File: config.mk
export PLATFORM = sky130hd
export DESIGN_NAME = pfx_ticket_unit
export DESIGN_NICKNAME = d
export VERILOG_FILES = /design/src/rtl/pfx_pkg.sv /design/src/rtl/pfx_scan_tree.sv /design/src/rtl/pfx_base_reg.sv /design/src/rtl/pfx_issue_stage.sv /design/src/rtl/pfx_ticket_unit.sv
export SDC_FILE = /design/constraint.sdc
export NUM_CORES = 1
export LEC_CHECK = 0
export ABC_CLOCK_PERIOD_IN_PS = 11400
export BUFFER_PORTS_ARGS = -buffer_cell sky130_fd_sc_hd__buf_2
export CAP_MARGIN = 20
export CELL_PAD_IN_SITES_DETAIL_PLACEMENT = 2
export CELL_PAD_IN_SITES_GLOBAL_PLACEMENT = 2
export CORE_ASPECT_RATIO = 0.5
export CORE_MARGIN = 10
export CORE_UTILIZATION = 35
export CTS_CLUSTER_DIAMETER = 40
export DETAILED_ROUTE_END_ITERATION = 8
export PLACE_DENSITY_LB_ADDON = 0.1
export SLEW_MARGIN = 20
export SYNTH_ARGS = -nofsm -noshare
export SYNTH_HDL_FRONTEND = slang
export SYNTH_SLANG_ARGS = --single-unit
File: constraint.sdc
create_clock -name clk -period 11.4 [get_ports clk]
set_input_delay 0.57 -clock clk [delete_from_list [all_inputs] [get_ports clk]]
set_output_delay 0.57 -clock clk [all_outputs]
set_load 0.03 [all_outputs]
File: src/rtl/pfx_pkg.sv
// Package: shared helpers for the prefix-sum ticket unit.
// Assumes: widths are derived from the requester count at elaboration.
package pfx_pkg;
    // Bits needed to hold a count from 0 to n inclusive.
    function automatic int unsigned cnt_width(input int unsigned n);
        return (n < 1) ? 1 : $clog2(n + 1);
    endfunction

    // Number of doubling levels in a prefix tree over n lanes.
    function automatic int unsigned tree_levels(input int unsigned n);
        return (n > 1) ? $clog2(n) : 0;
    endfunction
endpackage

File: src/rtl/pfx_scan_tree.sv
// Module: pfx_scan_tree
// Computes, over a one-bit request vector, each lane's exclusive prefix
// count (its rank among active lanes in ascending order) and the total.
// It is built as a Kogge-Stone tree of tree_levels(N) doubling levels.
// Assumes: purely combinational; CW is wide enough to hold N.
module pfx_scan_tree #(
    parameter int unsigned N  = 16,
    parameter int unsigned CW = 5
) (
    input  logic [N-1:0]         req,
    output logic [N-1:0][CW-1:0] rank,
    output logic [CW-1:0]        total
);
    localparam int unsigned LV = pfx_pkg::tree_levels(N);

    logic [N-1:0][CW-1:0] stage [LV+1];

    genvar gi, gl;
    generate
        // Seed level: each lane counts itself.
        for (gi = 0; gi < N; gi++) begin : g_seed
            assign stage[0][gi] = CW'(req[gi]);
        end
        // Doubling levels: add the partial sum 2^l lanes below.
        for (gl = 0; gl < LV; gl++) begin : g_lvl
            for (gi = 0; gi < N; gi++) begin : g_lane
                if (gi >= (1 << gl)) begin : g_add
                    assign stage[gl+1][gi] = stage[gl][gi] + stage[gl][gi - (1 << gl)];
                end else begin : g_pass
                    assign stage[gl+1][gi] = stage[gl][gi];
                end
            end
        end
        // Exclusive rank: remove the lane's own contribution.
        for (gi = 0; gi < N; gi++) begin : g_rank
            assign rank[gi] = stage[LV][gi] - CW'(req[gi]);
        end
    endgenerate

    assign total = stage[LV][N-1];

    // Cross-check the tree total against a direct population count.
    always_comb begin

        total_count_chk: assert (32'(total) == 32'($countones(req)));
    end
endmodule

File: src/rtl/pfx_base_reg.sv
// Module: pfx_base_reg
// Holds the shared base. It picks the effective base for the current batch
// (the load value wins over the stored base) and advances it by the batch size.
// Assumes: arithmetic wraps modulo 2^W; synchronous active-low reset to zero.
module pfx_base_reg #(
    parameter int unsigned W  = 32,
    parameter int unsigned CW = 5
) (
    input  logic          clk,
    input  logic          rst_n,
    input  logic          load_en,
    input  logic [W-1:0]  load_value,
    input  logic [CW-1:0] advance,
    output logic [W-1:0]  eff_base,
    output logic [W-1:0]  base_q
);
    // Select the base this batch is numbered from.
    always_comb begin
        eff_base = load_en ? load_value : base_q;
    end

    // Store the base for the next batch.
    always_ff @(posedge clk) begin
        if (!rst_n) base_q <= '0;
        else        base_q <= eff_base + W'(advance);
    end


    load_takes_priority_chk: assert property (@(posedge clk) disable iff (!rst_n)
        ($past(rst_n) && $past(load_en)) |-> (base_q == $past(load_value) + W'($past(advance))));
endmodule

File: src/rtl/pfx_issue_stage.sv
// Module: pfx_issue_stage
// Adds each lane's rank to the effective base and registers grants and
// indices. Lanes that did not request get a zero index and no grant.
// Assumes: rank and eff_base are valid in the request cycle.
module pfx_issue_stage #(
    parameter int unsigned N  = 16,
    parameter int unsigned W  = 32,
    parameter int unsigned CW = 5
) (
    input  logic                 clk,
    input  logic                 rst_n,
    input  logic [N-1:0]         req,
    input  logic [N-1:0][CW-1:0] rank,
    input  logic [W-1:0]         eff_base,
    output logic [N-1:0]         grant_q,
    output logic [N-1:0][W-1:0]  index_q
);
    logic [N-1:0][W-1:0] index_d;

    genvar gi;
    generate
        for (gi = 0; gi < N; gi++) begin : g_lane
            // Form this lane's index, or zero when the lane is idle.
            always_comb begin
                index_d[gi] = req[gi] ? (eff_base + W'(rank[gi])) : '0;
            end


            idle_lane_zero_chk: assert property (@(posedge clk) disable iff (!rst_n)
                !grant_q[gi] |-> (index_q[gi] == '0));
        end
    endgenerate

    // Register the grants and indices of the batch.
    always_ff @(posedge clk) begin
        if (!rst_n) begin
            grant_q <= '0;
            index_q <= '0;
        end else begin
            grant_q <= req;
            index_q <= index_d;
        end
    end


    lowest_lane_base_chk: assert property (@(posedge clk) disable iff (!rst_n)
        ($past(rst_n) && grant_q[0]) |-> (index_q[0] == $past(eff_base)));
endmodule

File: src/rtl/pfx_ticket_unit.sv
// Module: pfx_ticket_unit (top)
// Synchronized fetch-and-increment unit: every active requester receives
// base + rank in one step, and the base advances by the number served.
// Assumes: synchronous active-low reset; results are valid one cycle
// after the request cycle.
module pfx_ticket_unit #(
    parameter int unsigned N_REQ = 16,
    parameter int unsigned IDX_W = 32
) (
    input  logic                     clk,
    input  logic                     rst_n,
    input  logic [N_REQ-1:0]         req_vec,
    input  logic                     load_en,
    input  logic [IDX_W-1:0]         load_value,
    output logic [N_REQ-1:0]         grant_vec,
    output logic [N_REQ*IDX_W-1:0]   index_flat,
    output logic [IDX_W-1:0]         base_value
);
    localparam int unsigned CW = pfx_pkg::cnt_width(N_REQ);

    logic [N_REQ-1:0][CW-1:0]    rank;
    logic [CW-1:0]               total;
    logic [IDX_W-1:0]            eff_base;
    logic [N_REQ-1:0][IDX_W-1:0] index_q;

    pfx_scan_tree #(.N(N_REQ), .CW(CW)) u_scan (
        .req   (req_vec),
        .rank  (rank),
        .total (total)
    );

    pfx_base_reg #(.W(IDX_W), .CW(CW)) u_base (
        .clk        (clk),
        .rst_n      (rst_n),
        .load_en    (load_en),
        .load_value (load_value),
        .advance    (total),
        .eff_base   (eff_base),
        .base_q     (base_value)
    );

    pfx_issue_stage #(.N(N_REQ), .W(IDX_W), .CW(CW)) u_issue (
        .clk      (clk),
        .rst_n    (rst_n),
        .req      (req_vec),
        .rank     (rank),
        .eff_base (eff_base),
        .grant_q  (grant_vec),
        .index_q  (index_q)
    );

    assign index_flat = index_q;


    grant_follows_req_chk: assert property (@(posedge clk) disable iff (!rst_n)
        $past(rst_n) |-> (grant_vec == $past(req_vec)));


    base_advance_chk: assert property (@(posedge clk) disable iff (!rst_n)
        ($past(rst_n) && !$past(load_en)) |->
            (base_value == $past(base_value) + IDX_W'($countones($past(req_vec)))));
endmodule

==> results.txt, run 1 <==
Final Cycle Share: 55.9%
Status: completed
RSZ-0062 raised after global routing: false
Synth Area in Compound Gates: 17.3%
Comb power frac: 50.3%
Skew final: 38.4 ps
Clk_lat worst skew: 670 ps
Largest family of logic cells by synthesized area: simple AND/OR/NAND/NOR gates
Element type at the critical path end: register
Cts hold-fix bufs: 0
Required time of the critical path: 11990 ps
Primary FF master, synth: dfxtp_1
VDD IR max: 0.176 mV
FP Rows: 72
RD Place Congestion: 0.953
Max frequency: 157 MHz
Worst hold slack: 244 ps
Final wirelength: 155000 um
Max Cap Viol: 0
Buf+Inv Stages, Crit Path: 4
Initial Utilization: 35.6%
FF+latch count, synth: 560
Synth Area per Inst: 8.80 um2
Mapped cell area: 27800 um2
Critical path class: in2reg
Sw Pwr: 4340 uW
Int Power: 4860 uW
GRT Util Overall: 32.2%
Post-Synth XOR/XNOR Area: 2.74%
Die Area: 91800 um2
Hold WC Path Type: in2reg
Most frequent cells in the layout: buf_2 (609), dfxtp_1 (560), nor3_1 (498)
Yosys cell types: 75
Post-Synth Adder-Cell Area: 12.8%
IO Count: 611
RR Endpoint: u_issue.index_q[370]
CTS max path bufs: 3
Via density: 6.10
Crit Path Max Fanout: 10
Finished Layout Cells: 4763
Reg2reg setup slack: 7300 ps
Initial antenna violation count: 14
Hold path depth: 2
Number of port buffers: 610
Worst Reg-to-Reg Cells: 9
Max-slew violation count: 0
DR WL/cell: 32.5 um
Cells after Synth: 3160
Register area share after synthesis: 40.3%
Slowest-stage cell, CP: a21oi_1
Cells taking the most area after synthesis: dfxtp_1 (40%), nor3_1 (9.0%), ha_1 (8.8%), a21oi_1 (6.7%), fa_1 (4.0%)
Final Setup Violations: 0
CP peak stage delay: 820 ps
Worst-margin pin slew: 1340 ps
Setup tns final: 0 ps
Layout Nets: 3968
Share of async-settable or async-resettable flops after synthesis: 0%
# resized after CTS: 0
Largest net degree at the start of global routing: 70
Placed Cells: 4628
H-tree Lvls: 3
Number of global-route vias before repair: 30400
Initial DRC count: 2925
Commonest non-fill, non-tap cell in the layout: buf_2
First-pass GRT wire length: 219000 um
Static Leakage: 0.0152 uW
Die height: 219 um
DR DRC count: 0
Crit start category: primary input
Synth area leader: dfxtp_1
Die width: 419 um
Layout cells sized above 1: 24.3%
DP Wirelength: 115000 um
Clock power share: 25.6%
CTS clk-pin slew, worst paths: 70 ps
Tot Pwr: 9200 uW
Yosys Warn Count: 0
Multiplexer share of the synthesized area: 1.78%
Post-DRT Antenna Nets: 0
Switch share: 47.2%
Synth top area share: 40.3%
Synth Area in Simple Gates: 18.4%
Core ar.: 78000 um2
Fin crit period: 6370 ps
Sequential Power Share: 24.1%
Post-synth EDFFs: 0
Worst path cell trace: buf_2 -> ha_1 -> nand2_1 -> fa_1 -> fa_1 -> inv_1 -> fa_1 -> inv_1 -> fa_1 -> inv_1 -> ha_1 -> fa_1 -> xnor2_1 -> nand3b_1 -> xnor2_1 -> ha_1 -> o21a_1 -> o31ai_1 -> a21oi_1 -> a31oi_1 -> a311oi_1
CTS Buf Count: 69
CTS tree: yes
Slew margin rel.: 9.85%
Via count: 29000
Postcts setup bufs: 0
CTS Sinks: 560
Most Frequent Cell on Critical Path: fa_1
Hold endpoint: u_issue.index_q[480]
Total global routing overflow: 0
Drt pass-1 iters: 6
CP arrival: 6950 ps
Reg2reg start: u_base.base_q[1]
Worst path top cell family by delay: adder cells
Hold Vio Cnt, Final: 0
Clock Tree Root: clkbuf_16
Hold_sp: req_vec[15]
PD cells: 269 nW/um2
Layout area overhead: 23.3%
state kept, by name, indices dropped and copies added, names as in the netlist:
signal and flops:
u_base.base_q 32, u_issue.grant_q 16, u_issue.index_q 512
kinds of logic after synthesis:
kind of cell	Yosys count
simple gates	997
compound gates	772
flops	560
buf+inv	447
fa+ha+maj	251
xor+xnor	87
mux	45
other cells	1
Yosys cell counts (13+ instances only):
cell type	count
and3_1	37
a221oi_1	20
xnor2_1	72
nand4_1	64
a21o_1	49
mux2_2	20
clkbuf_1	199
nor3_1	499
fa_1	56
o21ai_0	74
ha_1	195
inv_1	180
a311oi_1	13
mux2i_1	20
nor2_1	110
nand2_1	103
a31oi_1	66
a21oi_1	371
dfxtp_1	560
and2_1	24
o31ai_1	66
nor2b_1	24
nand3_1	42
xor2_1	15
a211oi_1	39
nor4_1	49
buf_2	41
power groups by stage:
stage	sequential [uW]	clock (uW)	combinational, uW
after CTS	2220	2380	4560
after detailed placement	2260	0	4500
final	2220	2360	4630
after global placement	2260	0	4310
after global routing	2230	2470	4980
after floorplan	2570	0	2460
per-stage QoR:
stage / utilization (%) / setup WS (ps) / cell area [um2]
6_report: 43.9 / 5030 / 34300
5_1_grt: 43.9 / 4720 / 34300
4_1_cts: 43.9 / 5110 / 34200
3_5_place_dp: 40.8 / 4410 / 31800
3_3_place_gp: 40.8 / 4720 / 31800
2_1_floorplan: - / 5390 / 27800
final cells by class:
cell class	count	area, um2
Sequential cell	560	11200
Multi-Input combinational cell	2156	15000
Timing Repair Buffer	698	3730
Tap cell	1036	1300
Antenna cell	8	20.0
Clock buffer	84	1910
Fill cell	8594	43700
Inverter	181	679
Clock inverter	40	479
routing by layer:
layer  GRT usage [%]  share of wire (%)  vias to the layer above
met5               0              0.016                        -
met4            15.2                4.9                        4
met3            6.79                8.2                      313
met2            52.1                 46                     1355
met1            40.9                 41                    15000
li1                -                  -                    12400
worst register-to-register path, stage by stage, from the launching register on:
cell	delay, ps
dfxtp_1	370
mux2_2	170
buf_4	470
inv_1	550
fa_1	600
nor2b_1	270
o31ai_1	220
a21boi_2	850
a31oi_1	190
a311oi_1	330
worst max path at each step:
stage | end | slack (ps) | depth (start not counted) | startpoint
after floorplan | u_issue.index_q[498] | 5390 | 20 | req_vec[0]
after global placement | u_issue.index_q[498] | 4720 | 21 | req_vec[0]
after detailed placement | u_issue.index_q[498] | 4410 | 21 | req_vec[0]
after CTS | u_issue.index_q[498] | 5110 | 21 | req_vec[0]
after global routing | u_issue.index_q[498] | 4720 | 21 | req_vec[0]
final | u_issue.index_q[498] | 5030 | 21 | req_vec[0]
Power figures use the tool's default switching activity.
==> inputs of run 2 (changes only) <==
Settings changed: ABC_CLOCK_PERIOD_IN_PS 11400 to 6500, CORE_UTILIZATION 35 to 33.
Clock period 11.4 ns to 6.5 ns, I/O delays scaled along.
==> results.txt, run 2 (synthesized netlist as in run 1, its figures left out) <==
CTS Sinks: 560 (unchanged)
Critical path class: in2reg (unchanged)
RR Endpoint: u_base.base_q[22] (was u_issue.index_q[370])
Number of flip-flops in the largest register: 512 (unchanged)
Status: completed (unchanged)
Final Cycle Share: 91.0%
Worst Reg-to-Reg Cells: 5 (was 9)
Slowest-stage cell, CP: o21ai_0 (was a21oi_1)
Worst path top cell family by delay: adder cells (unchanged)
Clock Tree Root: clkbuf_16 (unchanged)
Skew final: 26.3 ps (was 38.4 ps)
Sequential Power Share: 24.0% (was 24.1%)
Largest Register: u_issue.index_q (unchanged)
Reg2reg start: u_base.base_q[18] (was u_base.base_q[1])
Post-DRT Antenna Nets: 0 (unchanged)
DR DRC count: 0 (unchanged)
Crit Path Max Fanout: 6 (was 10)
IO Count: 611 (unchanged)
CTS tree: yes (unchanged)
Hold Vio Cnt, Final: 0 (unchanged)
Number of port buffers: 610 (unchanged)
Reg2reg setup slack: 2470 ps (was 7300 ps)
Finished Layout Cells: 4874 (was 4763)
Crit start category: primary input (unchanged)
# resized after CTS: 0 (unchanged)
FP Rows: 75 (was 72)
VDD IR max: 0.297 mV (was 0.176 mV)
Via density: 5.92 (was 6.10)
Switch share: 47.0% (was 47.2%)
DP Wirelength: 113000 um (was 115000 um)
CP arrival: 6490 ps (was 6950 ps)
Element type at the critical path end: register (unchanged)
Largest net degree at the start of global routing: 65 (was 70)
Clock power share: 25.5% (was 25.6%)
Hold endpoint: u_issue.index_q[288] (was u_issue.index_q[480])
CTS max path bufs: 3 (unchanged)
Core ar.: 83700 um2 (was 78000 um2)
Initial DRC count: 2636 (was 2925)
CTS clk-pin slew, worst paths: 60 ps (was 70 ps)
Total global routing overflow: 0 (unchanged)
Required time of the critical path: 7070 ps (was 11990 ps)
DR WL/cell: 31.4 um (was 32.5 um)
H-tree Lvls: 3 (unchanged)
Final worst slack: 585 ps (was 5030 ps)
Fin crit period: 5910 ps
Layout cells sized above 1: 24.7% (was 24.3%)
Placed Cells: 4735 (was 4628)
RD Place Congestion: 0.906 (was 0.953)
Comb power frac: 50.5% (was 50.3%)
Int Power: 8590 uW (was 4860 uW)
Hold WC Path Type: in2reg (unchanged)
Worst path cell trace: buf_2 -> ha_1 -> nand2_1 -> fa_1 -> fa_1 -> inv_1 -> fa_1 -> inv_1 -> fa_1 -> inv_1 -> ha_1 -> fa_1 -> xnor2_1 -> inv_1 -> xnor2_1 -> ha_1 -> o21a_1 -> o31a_1 -> o21ai_0 -> nor3_1 -> nor3_1 (was buf_2 -> ha_1 -> nand2_1 -> fa_1 -> fa_1 -> inv_1 -> fa_1 -> inv_1 -> fa_1 -> inv_1 -> ha_1 -> fa_1 -> xnor2_1 -> nand3b_1 -> xnor2_1 -> ha_1 -> o21a_1 -> o31ai_1 -> a21oi_1 -> a31oi_1 -> a311oi_1)
Die width: 431 um (was 419 um)
Util after Layout: 41.3% (was 43.9%)
Die Area: 97000 um2 (was 91800 um2)
Slew margin rel.: 22.0% (was 9.85%)
Worst slack at placement: -0.243 ps (was 4410 ps)
CTS Buf Count: 69 (unchanged)
Layout Nets: 3996 (was 3968)
Buf+Inv Stages, Crit Path: 5 (was 4)
Clk_lat worst skew: 670 ps (about the same)
Drt pass-1 iters: 7 (was 6)
Max-slew violation count: 0 (unchanged)
Number of global-route vias before repair: 30000 (was 30400)
Most Frequent Cell on Critical Path: fa_1 (unchanged)
Dpl cell area: 32100 um2 (was 31800 um2)
Worst hold slack: 32.9 ps (was 244 ps)
Die height: 225 um (was 219 um)
Commonest non-fill, non-tap cell in the layout: buf_2 (unchanged)
First-pass GRT wire length: 217000 um (was 219000 um)
Layout area overhead: 24.3% (was 23.3%)
Max frequency: 169 MHz
CP peak stage delay: 900 ps (was 820 ps)
Initial Utilization: 33.2% (was 35.6%)
Final Setup Violations: 0 (unchanged)
Initial antenna violation count: 15 (was 14)
Sw Pwr: 7610 uW (was 4340 uW)
Final wirelength: 153000 um (was 155000 um)
PD cells: 469 nW/um2 (was 269 nW/um2)
Via count: 28800 (was 29000)
Static Leakage: 0.0153 uW (was 0.0152 uW)
Top flop regs: u_issue.index_q x512, u_base.base_q x32, u_issue.grant_q x16 (unchanged)
Hold_sp: req_vec[9] (was req_vec[15])
Most frequent cells in the layout: buf_2 (609), dfxtp_1 (560), nor3_1 (499) (was buf_2 (609), dfxtp_1 (560), nor3_1 (498))
RSZ-0062 raised after global routing: false (unchanged)
Worst-margin pin slew: 1160 ps (was 1340 ps)
Design Area, Final: 34600 um2 (was 34300 um2)
GRT Util Overall: 30.1% (was 32.2%)
Max Cap Viol: 0 (unchanged)
Hold path depth: 2 (unchanged)
[run 2: cell types whose count changed in the layout (fill, tap and decap cells not counted), moves of 4 or more]
cell        previous run  this run
clkinvlp_4             3         8
clkbuf_1               6         2
a21oi_2                7         3
a21oi_1              364       369
buf_4                 87       114
[run 2: cell type report]
cell class              instances  area (um2)
diodes                         10        25.0
clock buffers                  75        1790
clock inverters                50         603
fillers                      9367       49200
inverters                     181         679
multi-input cells            2156       14900
flip-flops and latches        560       11200
well taps                    1116        1400
repair buffers                726        3950
[run 2: how the worst max path moves through the flow]
stage,from,endpoint,slack [ps],cells after the start
floorplan,req_vec[0],u_issue.index_q[498],730,20
global placement,req_vec[2],u_issue.index_q[488],180,21
detailed placement,req_vec[2],u_issue.index_q[500],-0.2,21
CTS,req_vec[2],u_issue.index_q[500],680,21
global route,req_vec[2],u_issue.index_q[496],290,21
finish,req_vec[2],u_issue.index_q[500],590,21
[run 2: stage by stage]
stage               TNS [ps]  power (uW)
floorplan                  0        8830
global placement           0       11700
detailed placement    -0.243       11900
CTS                        0       16200
global route               0       17100
finish                     0       16200
[run 2: power groups by stage]
stage,combinational (uW),sequential (uW),clock [uW]
after floorplan,4310,4520,0
after detailed placement,7960,3960,0
after global routing,8810,3900,4350
after global placement,7700,3960,0
after CTS,8070,3890,4190
final,8180,3880,4140
[run 2: per-layer routing]
layer  GRT usage, %  wire, um
met2           48.8     71500
met4           13.4      6780
met3           5.43     10900
met5              0         0
met1           39.0     63800
[run 2: what timing repair did]
action	CTS	global route
buffers inserted	0	0
hold buffers	2	0
hold endpoints to repair	2	0
